==> src/rtl/wpv_pkg.sv <==
package wpv_pkg;

  localparam logic [15:0] CMD_READ   = 16'h0000;
  localparam logic [15:0] CMD_SETUP  = 16'h0040;
  localparam logic [15:0] CMD_VERIFY = 16'h00C0;

  typedef enum logic [3:0] {
    S_IDLE, S_RAMP, S_SETUP, S_DATA, S_PWAIT,
    S_VCMD, S_RWAIT, S_READ, S_CHECK, S_RDCMD
  } seq_state_t;

  typedef enum logic [2:0] {
    B_IDLE, B_SET, B_LOW, B_HOLD, B_RD
  } bus_state_t;

  // attempts already spent on the current word have reached the limit
  function automatic bit attempts_spent(int unsigned att, int unsigned lim);
    return att >= lim;
  endfunction

  // the sequencer goes back to a set-up-program write after a readback
  function automatic bit loop_again(bit ok, bit last, bit spent);
    return (ok && !last) || (!ok && !spent);
  endfunction

endpackage

==> src/rtl/wpv_wait_timer.sv <==
module wpv_wait_timer #(
  parameter int W = 5
) (
  input  logic         clk,
  input  logic         rst_n,
  input  logic         load,
  input  logic [W-1:0] value,
  output logic         expire
);
  logic [W-1:0] cnt_q;
  logic         act_q;

  // value cycles after the load edge, expire is high for one cycle
  always_ff @(posedge clk or negedge rst_n) begin
    if (!rst_n) begin
      cnt_q <= '0;
      act_q <= 1'b0;
    end else if (load) begin
      cnt_q <= value - W'(1);
      act_q <= 1'b1;
    end else if (act_q) begin
      if (cnt_q == '0) act_q <= 1'b0;
      else             cnt_q <= cnt_q - W'(1);
    end
  end

  assign expire = act_q && (cnt_q == '0);
endmodule

==> src/rtl/wpv_bus_port.sv <==
module wpv_bus_port
  import wpv_pkg::*;
#(
  parameter int AW       = 8,
  parameter int DW       = 16,
  parameter int WLOW_CYC = 2,
  parameter int RD_CYC   = 3
) (
  input  logic          clk,
  input  logic          rst_n,
  input  logic          req,
  input  logic          rd,
  input  logic [AW-1:0] addr_i,
  input  logic [DW-1:0] data_i,
  output logic          done,
  output logic [DW-1:0] rdata,
  output logic [AW-1:0] pin_addr,
  output logic [DW-1:0] pin_dq_out,
  output logic          pin_dq_oe,
  input  logic [DW-1:0] pin_dq_in,
  output logic          pin_we_n,
  output logic          pin_oe_n
);
  localparam int CMAX = (WLOW_CYC > RD_CYC) ? WLOW_CYC : RD_CYC;
  localparam int CW   = (CMAX > 1) ? $clog2(CMAX) : 1;

  bus_state_t    st_q;
  logic [CW-1:0] cnt_q;
  logic [AW-1:0] addr_q;
  logic [DW-1:0] data_q;
  logic [DW-1:0] rdata_q;
  logic          cnt_zero;

  assign cnt_zero = (cnt_q == '0);

  always_ff @(posedge clk or negedge rst_n) begin
    if (!rst_n) begin
      st_q    <= B_IDLE;
      cnt_q   <= '0;
      addr_q  <= '0;
      data_q  <= '0;
      rdata_q <= '0;
    end else if (req) begin
      addr_q <= addr_i;
      data_q <= data_i;
      st_q   <= rd ? B_RD : B_SET;
      cnt_q  <= rd ? CW'(RD_CYC - 1) : CW'(WLOW_CYC - 1);
    end else begin
      unique case (st_q)
        B_SET:  st_q <= B_LOW;
        B_LOW:  if (cnt_zero) st_q <= B_HOLD;
                else          cnt_q <= cnt_q - CW'(1);
        B_HOLD: st_q <= B_IDLE;
        B_RD:   if (cnt_zero) begin
                  rdata_q <= pin_dq_in;
                  st_q    <= B_IDLE;
                end else begin
                  cnt_q <= cnt_q - CW'(1);
                end
        default: st_q <= B_IDLE;
      endcase
    end
  end

  assign done       = (st_q == B_HOLD) || ((st_q == B_RD) && cnt_zero);
  assign rdata      = rdata_q;
  assign pin_addr   = addr_q;
  assign pin_dq_out = data_q;
  assign pin_dq_oe  = (st_q == B_SET) || (st_q == B_LOW) || (st_q == B_HOLD);
  assign pin_we_n   = (st_q != B_LOW);
  assign pin_oe_n   = (st_q != B_RD);
endmodule

==> src/rtl/wpv_sequencer.sv <==
module wpv_sequencer
  import wpv_pkg::*;
#(
  parameter int AW         = 8,
  parameter int DW         = 16,
  parameter int PROG_CYC   = 20,
  parameter int REC_CYC    = 12,
  parameter int WLOW_CYC   = 2,
  parameter int RD_CYC     = 3,
  parameter int MAX_PULSES = 25
) (
  input  logic          clk,
  input  logic          rst_n,
  input  logic          start,
  input  logic [AW-1:0] base_addr,
  input  logic [AW-1:0] last_addr,
  output logic [AW-1:0] src_addr,
  input  logic [DW-1:0] src_data,
  input  logic          vpp_ready,
  output logic          vpp_en,
  output logic [AW-1:0] fl_addr,
  output logic [DW-1:0] fl_dq_out,
  output logic          fl_dq_oe,
  input  logic [DW-1:0] fl_dq_in,
  output logic          fl_we_n,
  output logic          fl_oe_n,
  output logic          busy,
  output logic          pass,
  output logic          fail,
  output logic [AW-1:0] fail_addr
);
  localparam int ATT_W   = $clog2(MAX_PULSES + 1);
  localparam int TMR_MAX = (PROG_CYC > REC_CYC) ? PROG_CYC : REC_CYC;
  localparam int TMR_W   = $clog2(TMR_MAX + 1);

  seq_state_t     state_q;
  logic [AW-1:0]  cur_addr_q;
  logic [ATT_W-1:0] attempt_q;
  logic           ok_q, busy_q, pass_q, fail_q, vpp_q;
  logic [AW-1:0]  fail_addr_q;

  logic           bus_req, bus_rd, bus_done;
  logic [DW-1:0]  bus_wdata, bus_rdata;
  logic           tmr_load, tmr_exp;
  logic [TMR_W-1:0] tmr_val;

  // named events used by the sequencing and by the bound checker
  logic word_ok, last_word, limit_hit, go_again;
  assign word_ok   = (bus_rdata == src_data);
  assign last_word = (cur_addr_q == last_addr);
  assign limit_hit = attempts_spent(int'(attempt_q), MAX_PULSES);
  assign go_again  = loop_again(word_ok, last_word, limit_hit);

  always_comb begin
    bus_req   = 1'b0;
    bus_rd    = 1'b0;
    bus_wdata = DW'(CMD_READ);
    tmr_load  = 1'b0;
    tmr_val   = TMR_W'(PROG_CYC);
    unique case (state_q)
      S_RAMP:  if (vpp_ready) begin
                 bus_req   = 1'b1;
                 bus_wdata = DW'(CMD_SETUP);
               end
      S_SETUP: if (bus_done) begin
                 bus_req   = 1'b1;
                 bus_wdata = src_data;
               end
      S_DATA:  if (bus_done) begin
                 tmr_load = 1'b1;
                 tmr_val  = TMR_W'(PROG_CYC);
               end
      S_PWAIT: if (tmr_exp) begin
                 bus_req   = 1'b1;
                 bus_wdata = DW'(CMD_VERIFY);
               end
      S_VCMD:  if (bus_done) begin
                 tmr_load = 1'b1;
                 tmr_val  = TMR_W'(REC_CYC);
               end
      S_RWAIT: if (tmr_exp) begin
                 bus_req = 1'b1;
                 bus_rd  = 1'b1;
               end
      S_CHECK: begin
                 bus_req   = 1'b1;
                 bus_wdata = go_again ? DW'(CMD_SETUP) : DW'(CMD_READ);
               end
      default: ;
    endcase
  end

  always_ff @(posedge clk or negedge rst_n) begin
    if (!rst_n) begin
      state_q     <= S_IDLE;
      cur_addr_q  <= '0;
      attempt_q   <= '0;
      ok_q        <= 1'b0;
      busy_q      <= 1'b0;
      pass_q      <= 1'b0;
      fail_q      <= 1'b0;
      vpp_q       <= 1'b0;
      fail_addr_q <= '0;
    end else begin
      unique case (state_q)
        S_IDLE:  if (start) begin
                   state_q    <= S_RAMP;
                   vpp_q      <= 1'b1;
                   busy_q     <= 1'b1;
                   pass_q     <= 1'b0;
                   fail_q     <= 1'b0;
                   cur_addr_q <= base_addr;
                   attempt_q  <= ATT_W'(1);
                 end
        S_RAMP:  if (vpp_ready) state_q <= S_SETUP;
        S_SETUP: if (bus_done)  state_q <= S_DATA;
        S_DATA:  if (bus_done)  state_q <= S_PWAIT;
        S_PWAIT: if (tmr_exp)   state_q <= S_VCMD;
        S_VCMD:  if (bus_done)  state_q <= S_RWAIT;
        S_RWAIT: if (tmr_exp)   state_q <= S_READ;
        S_READ:  if (bus_done)  state_q <= S_CHECK;
        S_CHECK: begin
                   if (go_again) begin
                     state_q <= S_SETUP;
                     if (word_ok) begin
                       cur_addr_q <= cur_addr_q + AW'(1);
                       attempt_q  <= ATT_W'(1);
                     end else begin
                       attempt_q  <= attempt_q + ATT_W'(1);
                     end
                   end else begin
                     state_q <= S_RDCMD;
                     ok_q    <= word_ok;
                     if (!word_ok) fail_addr_q <= cur_addr_q;
                   end
                 end
        S_RDCMD: if (bus_done) begin
                   state_q <= S_IDLE;
                   vpp_q   <= 1'b0;
                   busy_q  <= 1'b0;
                   pass_q  <= ok_q;
                   fail_q  <= !ok_q;
                 end
        default: state_q <= S_IDLE;
      endcase
    end
  end

  wpv_wait_timer #(.W(TMR_W)) u_timer (
    .clk    (clk),
    .rst_n  (rst_n),
    .load   (tmr_load),
    .value  (tmr_val),
    .expire (tmr_exp)
  );

  wpv_bus_port #(
    .AW(AW), .DW(DW), .WLOW_CYC(WLOW_CYC), .RD_CYC(RD_CYC)
  ) u_bus (
    .clk        (clk),
    .rst_n      (rst_n),
    .req        (bus_req),
    .rd         (bus_rd),
    .addr_i     (cur_addr_q),
    .data_i     (bus_wdata),
    .done       (bus_done),
    .rdata      (bus_rdata),
    .pin_addr   (fl_addr),
    .pin_dq_out (fl_dq_out),
    .pin_dq_oe  (fl_dq_oe),
    .pin_dq_in  (fl_dq_in),
    .pin_we_n   (fl_we_n),
    .pin_oe_n   (fl_oe_n)
  );

  assign src_addr  = cur_addr_q;
  assign vpp_en    = vpp_q;
  assign busy      = busy_q;
  assign pass      = pass_q;
  assign fail      = fail_q;
  assign fail_addr = fail_addr_q;
endmodule

==> config.mk <==
export PLATFORM = sky130hd
export DESIGN_NAME = wpv_sequencer
export DESIGN_NICKNAME = d
export VERILOG_FILES = /design/src/rtl/wpv_pkg.sv /design/src/rtl/wpv_wait_timer.sv /design/src/rtl/wpv_bus_port.sv /design/src/rtl/wpv_sequencer.sv
export SDC_FILE = /design/constraint.sdc
export NUM_CORES = 1
export LEC_CHECK = 0
export CORE_MARGIN = 1.5
export CORE_UTILIZATION = 54
export CTS_CLUSTER_SIZE = 30
export DETAILED_ROUTE_END_ITERATION = 12
export PLACE_DENSITY = 0.95
export REMOVE_ABC_BUFFERS = 1
export SYNTH_ARGS = -nofsm -noshare
export SYNTH_HDL_FRONTEND = slang
export SYNTH_SLANG_ARGS = --single-unit
==> constraint.sdc <==
create_clock -name clk -period 4.5 [get_ports clk]
set_input_delay 0.9 -clock clk [delete_from_list [all_inputs] [get_ports clk]]
set_output_delay 0.9 -clock clk [all_outputs]
set_load 0.01 [all_outputs]
==> impl_metrics.env, run 1 <==
export IMPL_htreeDepth=3
export IMPL_clk_pin_slew_ns=0.08
export IMPL_cts_resized=0
export IMPL_die_h_um=89.70
export IMPL_arrival_ns=3.19
export IMPL_totalNegativeSetupSlack_ns=0
export IMPL_synth_cells=375
export IMPL_start_util=0.5596
export IMPL_worstMarginPinSlew_ns=1.003
export IMPL_drtIter0Drc=256
export IMPL_layout_common_cells="clkdlybuf4s50_1 (97), dfrtp_1 (80), nand2_1 (27)"
export IMPL_fin_nets=526
export IMPL_max_vdd_ir_drop_mv=0.2970
export IMPL_synth_ff_type="dfrtp_1"
export IMPL_diodes=0
export IMPL_slew_headroom=0.3315
export IMPL_critPathKind="in2reg"
export IMPL_hold_path_class="reg2reg"
export IMPL_cts_made_buffers=9
export IMPL_dieArea_um2=8045
export IMPL_yosysSeqAreaShare=0.4932
export IMPL_p_leak_nw=2.219
export IMPL_ys_ff_latch=80
export IMPL_maxCapViolations=0
export IMPL_io_pins=99
export IMPL_routed_via_density=5.942
export IMPL_synth_area_um2=4059
export IMPL_skew_ns=0.01070
export IMPL_fin_crit_sh=0.6639
export IMPL_antenna_found_initial=0
export IMPL_rsz0062_at_grt="false"
export IMPL_path_depth=7
export IMPL_cp_slowest_cell="nor4_4"
export IMPL_placed_area_um2=5091
export IMPL_grt_pass1_vias=3413
export IMPL_vias=3405
export IMPL_layout_commonest_cell="clkdlybuf4s50_1"
export IMPL_clk_latency_ns=0.34
export IMPL_die_w_um=89.70
export IMPL_gp_congestion=0.8873
export IMPL_cts_tree="done"
export IMPL_drc=0
export IMPL_root_buffer="clkbuf_8"
export IMPL_finish_instance_area_um2=5296
export IMPL_start_kind="primary input"
export IMPL_cpPeakStageDelay_ns=0.54
export IMPL_ant_nets=0
export IMPL_setup_violations_final=0
export IMPL_worstPathRequired_ns=4.70
export IMPL_min_period_ns=2.987
export IMPL_slew_viol_final=0
export IMPL_rr_worst_depth=6
export IMPL_core_area_um2=7253
export IMPL_drive_above_1_share=0.1118
export IMPL_synth_area_per_cell_um2=10.82
export IMPL_max_freq_ghz=0.3347
export IMPL_wire_per_inst_um=17.31
export IMPL_grt_first_pass_wirelength_um=15930
export IMPL_cts_max_path_buffers=2
export IMPL_power_density_nw_per_um2=570.3
export IMPL_synth_warnings=0
export IMPL_async_flop_share=1.000
export IMPL_synth_edff_count=0
export IMPL_routed_wl_um=9921
export IMPL_dp_hpwl_um=7139
export IMPL_rows=31
export IMPL_timing_critical_path_cells="clkdlybuf4s50_1, xnor2_1, nand4_1, nor4_4, mux2i_1, o21ai_2, o41ai_1"
export IMPL_critPathMaxFanout=7
export IMPL_io_buffers=98
export IMPL_outcome="finished clean"
export IMPL_endpoint_kind="flip-flop"
export IMPL_hold_viol=0
export IMPL_area_growth_pct=30.49
export IMPL_crit_buf_inv=1
export IMPL_grt_overflow_total=0
export IMPL_cts_setup_buffers=0
export IMPL_hold_path_depth=1
export IMPL_grt_start_max_net_pins=81
export IMPL_hold_buffers=0
export IMPL_cts_sinks=80
export IMPL_post_synth_num_cell_types=56
export IMPL_drtPass1Iterations=5
export IMPL_grtUsageTotal=0.2616
export IMPL_critical_path_top_delay_family="simple AND/OR/NAND/NOR gates"
## synthesized netlist by cell type (2+ instances only)
cell	n	area share
buf_2	5	0.0062
o22ai_1	5	0.0077
a21o_1	3	0.0055
nand2_1	27	0.025
nor3_1	8	0.0099
nor3b_1	3	0.0055
a22o_1	15	0.032
inv_1	10	0.0092
nand4_1	5	0.0077
nor2b_1	5	0.0077
mux2i_1	4	0.0099
nor2_1	20	0.018
mux2_2	23	0.064
nand2b_1	5	0.0077
buf_6	2	0.0055
xnor2_1	21	0.045
a21oi_1	23	0.028
mux2_1	10	0.028
nand3_1	10	0.012
ha_1	5	0.015
a31oi_1	3	0.0046
dfrtp_1	80	0.49
o32ai_1	2	0.0043
nor4_1	5	0.0077
a21boi_0	2	0.0037
xor2_1	10	0.022
and3_1	3	0.0046
o21a_1	4	0.0074
o21ai_0	21	0.026
clkbuf_1	10	0.0092
## flip-flops by register name (all words and copies together) (netlist names), 2 cells and up
register,cells
u_bus.pin_addr,8
u_bus.pin_dq_out,16
fail_addr,8
u_timer.cnt_q,5
state_q,4
src_addr,8
u_bus.st_q,3
u_bus.rdata,16
u_bus.cnt_q,2
attempt_q,5
## per-layer routing
metal | wire (um) | global-route usage | part of all wire
met5 | 0 | 0 | 0
met3 | 580 | 0.05941 | 0.058
met4 | 258 | 0.1133 | 0.026
met2 | 5087 | 0.4410 | 0.51
met1 | 3995 | 0.3232 | 0.40
## worst paths after layout
check	start	end	slack (ns)
hold / removal	u_bus.st_q[2]	u_bus.st_q[1]	0.50
setup reg to reg	u_bus.st_q[0]	u_bus.rdata[4]	1.70
max in group asynchronous	rst_n	src_addr[4]	3.13
min in group asynchronous	rst_n	u_bus.cnt_q[1]	0.71
hold reg to reg	u_bus.st_q[2]	u_bus.st_q[1]	0.50
setup / recovery	src_data[5]	attempt_q[1]	1.51
## logic make-up (layout without fill, tap and decap cells)
group | Yosys count | in the layout | share of synthesized area
buf+inv | 28 | 127 | 0.03206
compound gates | 93 | 93 | 0.1548
xor+xnor | 31 | 31 | 0.06689
flops | 80 | 80 | 0.4932
fa+ha+maj | 5 | 5 | 0.01541
simple gates | 101 | 101 | 0.1363
mux | 37 | 37 | 0.1014
## power by group
part,total (mW),internal (mW),switching [mW]
clock,0.538,0.273,0.265
sequential,1.24,0.959,0.283
combinational,1.24,0.650,0.589
## metrics by stage
| stage | utilization | cells | hold WS, ns | total power, mW | setup WS [ns] |
|---|---|---|---|---|---|
| after floorplan | - | 357 | 0.4497 | 1.942 | 1.725 |
| after global placement | 0.7019 | 557 | 0.4711 | 2.397 | 1.355 |
| after detailed placement | 0.7019 | 557 | 0.4879 | 2.482 | 1.187 |
| after CTS | 0.7302 | 573 | 0.4996 | 3.023 | 1.543 |
| after global routing | 0.7302 | 573 | 0.5124 | 3.216 | 1.270 |
| final | 0.7302 | 573 | 0.5010 | 3.021 | 1.513 |
## final cells by class
cell class / instances / area [um2]
Clock buffer: 10 / 137.6
Clock inverter: 6 / 67.56
Fill cell: 502 / 1957
Inverter: 10 / 37.54
Multi-Input combinational cell: 267 / 1927
Sequential cell: 80 / 2002
Tap cell: 99 / 123.9
Timing Repair Buffer: 101 / 1001
No activity file was read; power rests on OpenSTA's default activity.
==> run 2, diff against run 1 <==
CORE_UTILIZATION = 50   (was 54)
PLACE_DENSITY = 0.91   (was 0.95)
clock period = 2.9 ns   (was 4.5 ns; I/O delays follow)
==> run 2 against run 1 <==
Routed wire length is 4.4% lower; utilization is 3.8 points lower; register-to-register slack worse by 1.3 ns; sequential cell count stayed put; clock skew is 0.0031 ns higher; largest cell class unchanged; highest routed layer unchanged.
==> impl_metrics.env, run 2 (synthesis results as in run 1) <==
export IMPL_layout_common_cells="clkdlybuf4s50_1 (97), dfrtp_1 (80), nand2_1 (27)"
export IMPL_drc=0
export IMPL_die_w_um=93.10
export IMPL_grt_overflow_total=0
export IMPL_dieArea_um2=8668
export IMPL_clkPwrFrac=0.198
export IMPL_layout_commonest_cell="clkdlybuf4s50_1"
export IMPL_outcome="finished clean"
export IMPL_diodes=0
export IMPL_grt_use_met1=0.2920
export IMPL_place_ws_ns=0.1729
export IMPL_clk_pin_slew_ns=0.08
export IMPL_grt_pass1_vias=3303
export IMPL_finish_instance_area_um2=5406
export IMPL_seqPwrFrac=0.394
export IMPL_whs_ns=0.3774
export IMPL_max_freq_ghz=0.3982
export IMPL_hold_buffers=0
export IMPL_critPathKind="reg2reg"
export IMPL_skew_ns=0.01380
export IMPL_dp_hpwl_um=6901
export IMPL_io_buffers=98
export IMPL_placed_area_um2=5170
export IMPL_hold_path_class="in2async"
export IMPL_antenna_found_initial=0
export IMPL_grtUsageMet2=0.3850
export IMPL_internal_power_mw=3.065
export IMPL_final_instance_count_excl_fill=586
export IMPL_hold_viol=0
export IMPL_cts_sinks=80
export IMPL_worstPathRequired_ns=3.14
export IMPL_grtUsageTotal=0.2334
export IMPL_rsz0062_at_grt="false"
export IMPL_worstMarginPinSlew_ns=0.9639
export IMPL_start_util=0.5199
export IMPL_top_usage_layer="met2"
export IMPL_clk_latency_ns=0.36
export IMPL_min_period_ns=2.511
export IMPL_wire_per_inst_um=16.18
export IMPL_slew_headroom=0.3574
export IMPL_p_leak_nw=2.287
export IMPL_power_mw=4.804
export IMPL_routed_wl_um=9484
export IMPL_maxCapViolations=0
export IMPL_vias=3293
export IMPL_max_vdd_ir_drop_mv=0.5832
export IMPL_drtPass1Iterations=4
export IMPL_cts_setup_buffers=0
export IMPL_grt_start_max_net_pins=81
export IMPL_fin_crit_sh=0.8659
export IMPL_swShare=0.3620
export IMPL_gp_congestion=0.8404
export IMPL_start_kind="flip-flop"
export IMPL_core_area_um2=7807
export IMPL_combPwrFrac=0.408
export IMPL_root_buffer="clkbuf_8"
export IMPL_dp_cells=570
export IMPL_setup_violations_final=0
export IMPL_slew_viol_final=0
export IMPL_drive_above_1_share=0.1302
export IMPL_drtIter0Drc=140
export IMPL_routed_via_density=5.619
export IMPL_cts_made_buffers=9
export IMPL_die_h_um=93.10
export IMPL_totalNegativeSetupSlack_ns=0
export IMPL_htreeDepth=3
export IMPL_cts_max_path_buffers=2
export IMPL_area_growth_pct=33.20
export IMPL_utilization=0.6925
export IMPL_rows=32
export IMPL_grt_first_pass_wirelength_um=15710
export IMPL_io_pins=99
export IMPL_cts_resized=0
export IMPL_grt_use_met3=0.06260
export IMPL_ant_nets=0
export IMPL_critPathMaxFanout=6
export IMPL_worst_slack_ns=0.3888
export IMPL_arrival_ns=2.75
export IMPL_fin_nets=536
export IMPL_p_sw_mw=1.739
export IMPL_cts_tree="done"
export IMPL_endpoint_kind="flip-flop"
export IMPL_power_density_nw_per_um2=888.5
==> run 2: critical path: stages (launching register included) <==
cell	delay, ns
dfrtp_1	0.48
nor3b_4	0.37
a22oi_2	0.19
nor3_1	0.25
nand2_1	0.18
nand2_1	0.11
ha_1	0.20
nand3_1	0.10
xor2_1	0.21
o21ai_0	0.11
a21o_1	0.19
==> run 2: cell type report <==
class                   instances  area, um2
clock buffers                  11      151.4
well taps                     102      127.6
fillers                       589       2401
inverters                      10      37.54
flip-flops and latches         80       2002
multi-input cells             267       1927
clock inverters                 5      85.08
repair buffers                111       1076
==> run 2: path summary, 6_finish.rpt <==
kind	start	to	slack, ns	cells after the start
max	u_bus.st_q[0]	u_timer.cnt_q[4]	0.39	10
min	rst_n	u_bus.cnt_q[0]	0.38	1
max reg2reg	u_bus.st_q[0]	u_timer.cnt_q[4]	0.39	10
min reg2reg	u_bus.st_q[2]	u_bus.st_q[1]	0.50	1
max in group asynchronous	rst_n	vpp_en	1.91	1
min in group clk	u_bus.st_q[2]	u_bus.st_q[1]	0.50	1
==> run 2: layer usage <==
layer / routed length [um] / up-vias
met5: 0 / -
met4: 190 / 0
met3: 538 / 15
met1: 3949 / 1608
met2: 4806 / 102
li1: - / 1568
==> run 2: power groups by stage <==
| stage | sequential (mW) | combinational, mW | clock (mW) |
|---|---|---|---|
| floorplan | 1.91 | 1.10 | 0 |
| global placement | 1.89 | 1.88 | 0 |
| detailed placement | 1.91 | 1.95 | 0 |
| CTS | 1.89 | 1.97 | 0.966 |
| global route | 1.96 | 2.14 | 1.01 |
| finish | 1.89 | 1.96 | 0.951 |
==> run 3, diff against run 2 <==
GPL_ROUTABILITY_DRIVEN = 0   (was unset)
==> results of run 3 <==
Final layout, timing and power as in run 2 (identical DEF).
